File: config.mk
export PLATFORM = sky130hd
export DESIGN_NAME = xint_ctrl
export DESIGN_NICKNAME = d
export VERILOG_FILES = /design/src/rtl/xint_pkg.sv /design/src/rtl/xint_sync.sv /design/src/rtl/xint_source.sv /design/src/rtl/xint_arb.sv /design/src/rtl/xint_ctrl.sv
export SDC_FILE = /design/constraint.sdc
export NUM_CORES = 1
export LEC_CHECK = 0
export ABC_AREA = 1
export CAP_MARGIN = 20
export CORE_ASPECT_RATIO = 0.9
export CORE_UTILIZATION = 37
export CTS_BUF_LIST = sky130_fd_sc_hd__clkbuf_8
export DETAILED_ROUTE_END_ITERATION = 12
export PLACE_DENSITY = 0.86
export SYNTH_ARGS = -nofsm -noshare
export SYNTH_HDL_FRONTEND = slang
export SYNTH_SLANG_ARGS = --single-unit
File: constraint.sdc
create_clock -name clk -period 1.4 [get_ports clk]
set_input_delay 0.35 -clock clk [delete_from_list [all_inputs] [get_ports clk]]
set_output_delay 0.35 -clock clk [all_outputs]
set_load 0.1 [all_outputs]
File: src/rtl/xint_pkg.sv
package xint_pkg;
   localparam int FLD_W  = 4;
   localparam int FLD_IT = 0;
   localparam int FLD_IE = 1;
   localparam int FLD_EX = 2;
   localparam int FLD_PX = 3;

   typedef struct packed {
      logic px;
      logic ex;
      logic ie;
      logic it;
   } xint_field_t;
endpackage

File: src/rtl/xint_sync.sv
module xint_sync #(
   parameter int   STAGES    = 2,
   parameter logic RESET_VAL = 1'b1
) (
   input  logic clk,
   input  logic rst_n,
   input  logic d_i,
   output logic q_o
);
   logic [STAGES-1:0] chain_q;

   if (STAGES < 2) begin : g_bad_stages
      $error("xint_sync needs at least two stages");
   end

   always_ff @(posedge clk or negedge rst_n) begin
      if (!rst_n) chain_q <= {STAGES{RESET_VAL}};
      else        chain_q <= {chain_q[STAGES-2:0], d_i};
   end

   assign q_o = chain_q[STAGES-1];
endmodule

File: src/rtl/xint_source.sv
module xint_source (
   input  logic clk,
   input  logic rst_n,
   input  logic pin_s_i,
   input  logic mode_edge_i,
   input  logic sw_we_i,
   input  logic sw_val_i,
   input  logic ack_i,
   output logic flag_o
);
   logic prev_q;
   logic fall;
   logic flag_q;

   always_ff @(posedge clk or negedge rst_n) begin
      if (!rst_n) prev_q <= 1'b1;
      else        prev_q <= pin_s_i;
   end

   assign fall = prev_q & ~pin_s_i;

   always_ff @(posedge clk or negedge rst_n) begin
      if (!rst_n)            flag_q <= 1'b0;
      else if (!mode_edge_i) flag_q <= ~pin_s_i;
      else if (fall)         flag_q <= 1'b1;
      else if (sw_we_i)      flag_q <= sw_val_i;
      else if (ack_i)        flag_q <= 1'b0;
   end

   assign flag_o = flag_q;

   AST_EDGE_SETS: assert property (@(posedge clk) disable iff (!rst_n)
      (mode_edge_i && fall) |=> flag_q);
   AST_ACK_CLEARS: assert property (@(posedge clk) disable iff (!rst_n)
      (mode_edge_i && ack_i && !fall && !sw_we_i) |=> !flag_q);
   AST_LEVEL_TRACKS: assert property (@(posedge clk) disable iff (!rst_n)
      (!mode_edge_i) |=> (flag_q == !$past(pin_s_i)));
   AST_HW_WINS: assert property (@(posedge clk) disable iff (!rst_n)
      (mode_edge_i && fall && sw_we_i && !sw_val_i) |=> flag_q);
endmodule

File: src/rtl/xint_arb.sv
module xint_arb #(
   parameter int NUM_SRC = 2,
   localparam int SRC_W  = (NUM_SRC > 1) ? $clog2(NUM_SRC) : 1
) (
   input  logic               clk,
   input  logic               rst_n,
   input  logic [NUM_SRC-1:0] req_i,
   input  logic [NUM_SRC-1:0] hi_i,
   output logic [NUM_SRC-1:0] grant_o,
   output logic               valid_o,
   output logic [SRC_W-1:0]   idx_o
);
   logic [NUM_SRC-1:0] hi_req;
   logic [NUM_SRC-1:0] pool;

   assign hi_req  = req_i & hi_i;
   assign pool    = (|hi_req) ? hi_req : req_i;
   assign valid_o = |req_i;

   always_comb begin
      logic found;
      found   = 1'b0;
      grant_o = '0;
      idx_o   = '0;
      for (int i = 0; i < NUM_SRC; i++) begin
         if (pool[i] && !found) begin
            found      = 1'b1;
            grant_o[i] = 1'b1;
            idx_o      = SRC_W'(i);
         end
      end
   end

   AST_GRANT_ONEHOT: assert property (@(posedge clk) disable iff (!rst_n)
      $onehot0(grant_o) && (valid_o == (|grant_o)));
   AST_HI_FIRST: assert property (@(posedge clk) disable iff (!rst_n)
      (|(req_i & hi_i)) |-> (|(grant_o & hi_i)));
   AST_GRANT_PENDING: assert property (@(posedge clk) disable iff (!rst_n)
      (|grant_o) |-> (|(grant_o & req_i)));
endmodule

File: src/rtl/xint_ctrl.sv
module xint_ctrl #(
   parameter int         NUM_SRC     = 2,
   parameter int         SYNC_STAGES = 2,
   parameter int         ADDR_W      = 8,
   parameter logic [7:0] SFR_ADDR    = 8'hC0,
   localparam int        REG_W       = NUM_SRC * xint_pkg::FLD_W,
   localparam int        SRC_W       = (NUM_SRC > 1) ? $clog2(NUM_SRC) : 1
) (
   input  logic               clk,
   input  logic               rst_n,
   input  logic               sfr_wr_en,
   input  logic [ADDR_W-1:0]  sfr_wr_addr,
   input  logic [REG_W-1:0]   sfr_wr_data,
   input  logic               bit_wr_en,
   input  logic [ADDR_W-1:0]  bit_wr_addr,
   input  logic               bit_wr_val,
   input  logic [ADDR_W-1:0]  sfr_rd_addr,
   output logic [REG_W-1:0]   sfr_rd_data,
   input  logic [NUM_SRC-1:0] int_pin_n,
   input  logic               ack_valid,
   input  logic [SRC_W-1:0]   ack_src,
   output logic [NUM_SRC-1:0] irq_req,
   output logic [NUM_SRC-1:0] irq_hi,
   output logic               sel_valid,
   output logic [SRC_W-1:0]   sel_src
);
   import xint_pkg::*;

   localparam int BIT_SEL_W = $clog2(REG_W);

   if (REG_W != 8) begin : g_bad_width
      $error("control register must be 8 bits wide");
   end
   if (SFR_ADDR[BIT_SEL_W-1:0] != '0) begin : g_bad_addr
      $error("register address must be aligned to its bit count");
   end

   logic               byte_hit;
   logic               bit_hit;
   logic [REG_W-1:0]   wmask;
   logic [REG_W-1:0]   wval;
   logic [REG_W-1:0]   reg_view;
   logic [NUM_SRC-1:0] it_q, ex_q, px_q, flag;
   logic [NUM_SRC-1:0] grant;

   assign byte_hit = sfr_wr_en && (sfr_wr_addr == ADDR_W'(SFR_ADDR));
   assign bit_hit  = bit_wr_en &&
                     (bit_wr_addr[ADDR_W-1:BIT_SEL_W] == SFR_ADDR[ADDR_W-1:BIT_SEL_W]);

   always_comb begin
      wmask = '0;
      wval  = '0;
      if (byte_hit) begin
         wmask = '1;
         wval  = sfr_wr_data;
      end else if (bit_hit) begin
         wmask[bit_wr_addr[BIT_SEL_W-1:0]] = 1'b1;
         wval[bit_wr_addr[BIT_SEL_W-1:0]]  = bit_wr_val;
      end
   end

   for (genvar n = 0; n < NUM_SRC; n++) begin : g_src
      localparam int B = n * FLD_W;
      logic        pin_s;
      xint_field_t fld;

      always_ff @(posedge clk or negedge rst_n) begin
         if (!rst_n) begin
            it_q[n] <= 1'b0;
            ex_q[n] <= 1'b0;
            px_q[n] <= 1'b0;
         end else begin
            if (wmask[B+FLD_IT]) it_q[n] <= wval[B+FLD_IT];
            if (wmask[B+FLD_EX]) ex_q[n] <= wval[B+FLD_EX];
            if (wmask[B+FLD_PX]) px_q[n] <= wval[B+FLD_PX];
         end
      end

      xint_sync #(.STAGES(SYNC_STAGES), .RESET_VAL(1'b1)) u_sync (
         .clk   (clk),
         .rst_n (rst_n),
         .d_i   (int_pin_n[n]),
         .q_o   (pin_s)
      );

      xint_source u_src (
         .clk         (clk),
         .rst_n       (rst_n),
         .pin_s_i     (pin_s),
         .mode_edge_i (it_q[n]),
         .sw_we_i     (wmask[B+FLD_IE]),
         .sw_val_i    (wval[B+FLD_IE]),
         .ack_i       (ack_valid && (ack_src == SRC_W'(n))),
         .flag_o      (flag[n])
      );

      assign fld.px = px_q[n];
      assign fld.ex = ex_q[n];
      assign fld.ie = flag[n];
      assign fld.it = it_q[n];
      assign reg_view[B +: FLD_W] = fld;
   end

   assign sfr_rd_data = (sfr_rd_addr == ADDR_W'(SFR_ADDR)) ? reg_view : '0;
   assign irq_req     = flag & ex_q;
   assign irq_hi      = px_q;

   xint_arb #(.NUM_SRC(NUM_SRC)) u_arb (
      .clk     (clk),
      .rst_n   (rst_n),
      .req_i   (irq_req),
      .hi_i    (irq_hi),
      .grant_o (grant),
      .valid_o (sel_valid),
      .idx_o   (sel_src)
   );

   AST_BYTE_LOAD: assert property (@(posedge clk) disable iff (!rst_n)
      byte_hit |=> ((ex_q == $past({sfr_wr_data[6], sfr_wr_data[2]})) &&
                    (px_q == $past({sfr_wr_data[7], sfr_wr_data[3]}))));
   AST_NO_STRAY_WRITE: assert property (@(posedge clk) disable iff (!rst_n)
      (!byte_hit && !bit_hit) |=> ($stable(ex_q) && $stable(px_q) && $stable(it_q)));
endmodule

# == After elaboration in Yosys (flattened, before gate mapping) ==
# Index checks and enable logic that the tools add are counted.
# classes
order_cmp,2
n_eq_ne,5
n_mux,18
bitwise,8
n_reduce_logical,9
# op_table
operator,count
$mux W8,5
$eq A8 B8 Y1 const B,2
$mux W1,11
$and A8 B8 Y8,1
$ne A4 B2 Y1 const B,2
$logic_and A1 B1 Y1,6
$eq A5 B5 Y1 const B,1
$and A2 B2 Y2,2
$lt A3 B4 Y1 const B,1
$reduce_or A2 Y1,2
$demux W1 S3,1
$ge A3 B1 Y1 const B,1
$not A1 Y1,3
$and A1 B1 Y1,2
$mux W2,1
$logic_not A1 Y1,1
# totals
regBits,14
in_bits,41
out_inout_bits,14
wordCells,54

# == Longest topological paths before layout ==
# logic_depth
ltp_word,10
depth_mapped,8
depth_no_buf,8

# == Cells and area by module ==
# Synthesis repeated with hierarchy kept, for this count alone.
# unflattened
cells_unflattened,173
hier_area_um2,1109.8
# modules_own_cells
module,n_inst,cells_each,area_per_inst_um2,seq_area_each_um2
xint_ctrl,1,134,759.5,150.1
xint_source,2,12,97.6,51.3
xint_sync,2,2,52.6,52.6
xint_arb,1,11,50.0,0.0

# == Worst setup path before layout ==
# No wires, ideal clock.
# synth_timing
path_kind,register to output
startpoint,reg px_q[1] (netlist: irq_hi[1])
endpoint,out sel_src
arrival_time_ns,2.560
required_time_ns,1.050
slack_ns,-1.510
stages_incl_launch_ff,3
n_path_buf,0
path_cell_list,dfrtp_1 -> nand2_1 -> a21oi_1
# synth_via
elab_chain_cells,7
# synth_lines
item,line,text
"start, declared",xint_ctrl.sv:43,"logic [NUM_SRC-1:0] it_q, ex_q, px_q, flag;"
"start signal, assigned by index",xint_ctrl.sv:75,if (wmask[B+FLD_PX]) px_q[n] <= wval[B+FLD_PX];
$and A2 B2 Y2 *,xint_arb.sv:16,assign hi_req = req_i & hi_i;
$reduce_or A2 Y1,xint_arb.sv:17,assign pool = (|hi_req) ? hi_req : req_i;
$mux W2 *,xint_arb.sv:17,
$mux W1,xint_arb.sv:26,if (pool[i] && !found) begin
$logic_not A1 Y1,xint_arb.sv:26,
$logic_and A1 B1 Y1 *,xint_arb.sv:26,
$mux W1 *,xint_arb.sv:26,
"end, declared",xint_ctrl.sv:25,output logic [SRC_W-1:0] sel_src
# Mark *: on every way between the ends. The rest lies on a longest branch, timed or not.

# == Worst setup path after layout ==
# layout_timing
startpoint,in sfr_rd_addr[3]
endpoint,out sfr_rd_data[2]
# layout_via
elab_chain_cells,2
# layout_lines
item,line,text
"start, declared",xint_ctrl.sv:17,"input logic [ADDR_W-1:0] sfr_rd_addr,"
$eq A8 B8 Y1,xint_ctrl.sv:104,assign sfr_rd_data = (sfr_rd_addr == ADDR_W'(SFR_ADDR)) ? reg_view : '0;
$mux W8,xint_ctrl.sv:104,
"end, declared",xint_ctrl.sv:18,"output logic [REG_W-1:0] sfr_rd_data,"
# No other way between the ends.

==> flow_results.xml <==
<?xml version="1.0" encoding="UTF-8"?>
<metrics>
  <group name="outcome">
    <metric name="outcome" unit="">finished with violations</metric>
    <metric name="violations" unit="">negative setup slack</metric>
  </group>
  <group name="power">
    <metric name="vdd.ir_drop.worst" unit="uV">1110</metric>
    <metric name="p_per_cell_area" unit="mW/mm2">688</metric>
    <metric name="cellLeakagePower" unit="nW">0.967</metric>
  </group>
  <group name="layout">
    <metric name="postLayoutCoreUtil" unit="">0.953</metric>
    <metric name="stdcell_area" unit="mm2">0.00206</metric>
    <metric name="antenna_cells" unit="">0</metric>
    <metric name="syn_to_final_growth" unit="%">142</metric>
    <metric name="final_net_count" unit="">244</metric>
    <metric name="drive_gt1_frac" unit="">0.455</metric>
    <metric name="final_cell_count_no_fill" unit="">229</metric>
    <metric name="fillCellCount" unit="">59</metric>
  </group>
  <group name="synth">
    <metric name="post_synth_xor_area_fraction" unit="">0</metric>
    <metric name="synth_top_cell_area_share" unit="">0.236</metric>
    <metric name="postSynthCellCount" unit="">121</metric>
    <metric name="seq_area_frac_synth" unit="">0.421</metric>
    <metric name="synth_fa_ha_area_frac" unit="">0</metric>
    <metric name="cell_type_contributing_the_most_total_cell_area_after_synthesis" unit="">sky130_fd_sc_hd__dfrtp_1</metric>
    <metric name="post_synth_mux_area_share" unit="">0</metric>
    <metric name="ys_async_sr_fraction" unit="">1.00</metric>
    <metric name="netlist-cell-type-count" unit="">16</metric>
    <metric name="largest_family_of_logic_cells_by_synthesized_area" unit="">simple AND/OR/NAND/NOR gates</metric>
    <metric name="post_synth_main_area_contributors" unit="">sky130_fd_sc_hd__dfrtp_1, sky130_fd_sc_hd__dfstp_2, sky130_fd_sc_hd__nand2_1</metric>
    <metric name="postSynth.topFlopCell" unit="">sky130_fd_sc_hd__dfrtp_1</metric>
    <metric name="synth-compound-area-share" unit="">0.0884</metric>
    <metric name="mappedNetlistArea" unit="um2">850</metric>
    <metric name="yosys-top-cells-count" unit="">sky130_fd_sc_hd__nand2_1, sky130_fd_sc_hd__inv_1, sky130_fd_sc_hd__nor2_1</metric>
    <metric name="synth_warnings" unit="">0</metric>
    <metric name="yosys_register_bits" unit="">14</metric>
    <metric name="net_count_after_synthesis" unit="">162</metric>
    <metric name="synth.avg_cell_area" unit="um2">7.02</metric>
    <metric name="synth_simple_gate_area_frac" unit="">0.398</metric>
    <metric name="post-synth-top-count-cell" unit="">sky130_fd_sc_hd__nand2_1</metric>
    <metric name="synth_edf_count" unit="">0</metric>
  </group>
  <group name="global_routing">
    <metric name="global_route.overflow_total" unit="">0</metric>
    <metric name="number_of_global_route_vias_before_repair" unit="">1264</metric>
    <metric name="wire_length_of_the_first_global_routing_pass" unit="mm">6.42</metric>
    <metric name="grt_max_degree" unit="">15</metric>
    <metric name="grt_antenna_before_repair" unit="">0</metric>
    <metric name="global_route.usage.total" unit="">0.378</metric>
  </group>
  <group name="cts">
    <metric name="cts_root_buffer" unit="">sky130_fd_sc_hd__clkbuf_8</metric>
    <metric name="numCtsBuffers" unit="">3</metric>
    <metric name="ctsHtreeMaxLevel" unit="">1</metric>
    <metric name="clk_latency" unit="ns">0.26</metric>
    <metric name="cts_num_sinks" unit="">14</metric>
    <metric name="max-clock-path-buffers" unit="">2</metric>
    <metric name="clk_pin_slew" unit="ns">0.05</metric>
    <metric name="cts_tree" unit="">yes</metric>
    <metric name="cts_hold_repair.buffers" unit="">0</metric>
  </group>
  <group name="detailed_routing">
    <metric name="dr_total_vias" unit="">1414</metric>
    <metric name="final_antenna_net_count" unit="">0</metric>
    <metric name="post-route-drc-count" unit="">0</metric>
    <metric name="drtIter0Drc" unit="">122</metric>
    <metric name="detail_route.wl_per_cell" unit="um">25.3</metric>
    <metric name="routed_wirelength" unit="mm">5.78</metric>
    <metric name="detail_route.first_pass.iterations" unit="">6</metric>
    <metric name="route.detailed.vias_per_inst" unit="">6.17</metric>
  </group>
  <group name="timing">
    <metric name="maxClockFrequency" unit="GHz">0.578</metric>
    <metric name="report.final.slew_viol_count" unit="">0</metric>
    <metric name="max_slew_margin" unit="">0.801</metric>
    <metric name="clock-skew-final" unit="ns">0.0143</metric>
    <metric name="period_share" unit="">1.24</metric>
    <metric name="hold_violations" unit="">0</metric>
    <metric name="post-route-worst-setup-slack" unit="ns">-0.331</metric>
    <metric name="grt_setup_unrepaired" unit="">true</metric>
    <metric name="worstMarginPinSlew" unit="ns">0.296</metric>
    <metric name="timing.final.crit_period" unit="ns">1.73</metric>
    <metric name="finalSetupViolations" unit="">12</metric>
  </group>
  <group name="min_path">
    <metric name="min_path_type" unit="">reg -&gt; reg</metric>
    <metric name="hold_path_depth" unit="">0</metric>
  </group>
  <group name="critical_path">
    <metric name="worst-r2r-cell-count" unit="">5</metric>
    <metric name="cp-end-kind" unit="">output pin</metric>
    <metric name="critPathMaxFanout" unit="">8</metric>
    <metric name="worst-endpoint-arrival" unit="ns">1.38</metric>
    <metric name="critPathKind" unit="">in -&gt; out</metric>
    <metric name="timing.critical_path.required" unit="ns">1.05</metric>
    <metric name="cp-start-kind" unit="">input pin</metric>
  </group>
  <group name="floorplan">
    <metric name="std_cell_rows" unit="">16</metric>
    <metric name="core_region_area" unit="mm2">0.00216</metric>
    <metric name="start_util" unit="">0.393</metric>
    <metric name="boundaryPins" unit="">55</metric>
    <metric name="chipWidth" unit="um">52.5</metric>
    <metric name="die_ht" unit="um">47.5</metric>
    <metric name="design.die.area" unit="mm2">0.00249</metric>
  </group>
  <group name="placed_design">
    <metric name="placement.setup.worst_slack" unit="ns">-0.653</metric>
    <metric name="io_buffers" unit="">54</metric>
    <metric name="routabilityCongestion" unit="">0.858</metric>
    <metric name="hpwlAfterDp" unit="mm">2.31</metric>
    <metric name="placedCellCount" unit="">212</metric>
    <metric name="dpl_cell_area" unit="mm2">0.00169</metric>
  </group>
  <group name="flow_run">
    <metric name="drv_cap" unit="">0</metric>
  </group>
</metrics>
-- cell usage in the layout, fill, tap and decap left out, types with 7 or more instances in the layout --
cell type	n
sky130_fd_sc_hd__dfrtp_1	8
sky130_fd_sc_hd__inv_1	14
sky130_fd_sc_hd__nand2_2	7
sky130_fd_sc_hd__clkdlybuf4s50_1	14
sky130_fd_sc_hd__nand2_1	23
sky130_fd_sc_hd__dlygate4sd2_1	11
sky130_fd_sc_hd__dlymetal6s2s_1	11
sky130_fd_sc_hd__nor2_4	14
sky130_fd_sc_hd__buf_12	15
sky130_fd_sc_hd__nand3_1	13
sky130_fd_sc_hd__buf_4	16
sky130_fd_sc_hd__o211ai_1	7
-- layer usage --
layer | vias up | wire (um) | track usage
met5 | - | 0 | 0
met4 | 0 | 517 | 0.258
met3 | 70 | 774 | 0.137
met2 | 156 | 2730 | 0.661
met1 | 640 | 1760 | 0.389
li1 | 548 | - | -
-- state kept, by name (all words and copies together), names as in the netlist --
signal,count
g_src.fld,2
irq_hi,2
g_src.u_src.flag_o,2
g_src.u_src.prev_q,2
g_src.u_sync.chain_q,4
ex_q,2
-- cell type report --
type | count | area [um2] | area share
Sequential cell | 14 | 358 | 0.174
Tap cell | 27 | 33.8 | 0.0164
Multi-Input combinational cell | 86 | 608 | 0.295
Timing Repair Buffer | 77 | 921 | 0.447
Inverter | 21 | 83.8 | 0.0407
Clock buffer | 4 | 55.1 | 0.0267
-- logic make-up after synthesis --
logic type             count (synthesis)
buffers and inverters                 21
AOI/OAI and AO/OA                     11
and+or+nand+nor                       75
DFF                                   14
-- critical path: stages --
cell and delay, ns:
sky130_fd_sc_hd__buf_8 0.10, sky130_fd_sc_hd__nor4_4 0.26, sky130_fd_sc_hd__nand4_1 0.15, sky130_fd_sc_hd__buf_6 0.21, sky130_fd_sc_hd__nor2_4 0.13, sky130_fd_sc_hd__buf_12 0.18
-- path summary, 6_finish.rpt --
kind | slack, ns | endpoint | start
worst max-delay path | -0.33 | sfr_rd_data[2] | sfr_rd_addr[3]
worst min-delay path | 0.36 | g_src[0].u_sync.chain_q[1]$_DFF_PN1_ | g_src[0].u_sync.chain_q[0]$_DFF_PN1_
worst max register to register | 0 | g_src[1].u_src.flag_o$_DFFE_PN0P_ | g_src[1].u_sync.chain_q[1]$_DFF_PN1_
worst min register to register | 0.36 | g_src[0].u_sync.chain_q[1]$_DFF_PN1_ | g_src[0].u_sync.chain_q[0]$_DFF_PN1_
max in group asynchronous | 0.75 | g_src[1].u_src.prev_q$_DFF_PN1_ | rst_n
min in group asynchronous | 0.39 | ex_q[0]$_DFFE_PN0P_ | rst_n
-- per-stage QoR --
stage | hold slack, ns | TNS (ns) | power, mW
CTS | 0.357 | -2.26 | 1.31
floorplan | 0.0544 | -7.52 | 0.646
detailed placement | 0.349 | -7.54 | 0.872
global placement | 0.348 | -6.56 | 0.860
global route | 0.363 | -3.40 | 1.46
finish | 0.361 | -3.01 | 1.42
-- where the power goes --
part / switching, mW / total [mW] / leakage, nW / internal (mW)
logic: 0.301 / 0.524 / 0.770 / 0.223
registers: 0.0317 / 0.474 / 0.168 / 0.442
clock network: 0.168 / 0.418 / 0.0288 / 0.250
-- repair_timing --
| action | in CTS | in global routing |
|---|---|---|
| endpoints found under the setup margin | 20 | 20 |
| pin swaps | 12 | 14 |
| gates resized for setup | 60 | 29 |
| cloned | 1 | 0 |
| setup buffers | 10 | 2 |
Power figures use the tool's default switching activity.
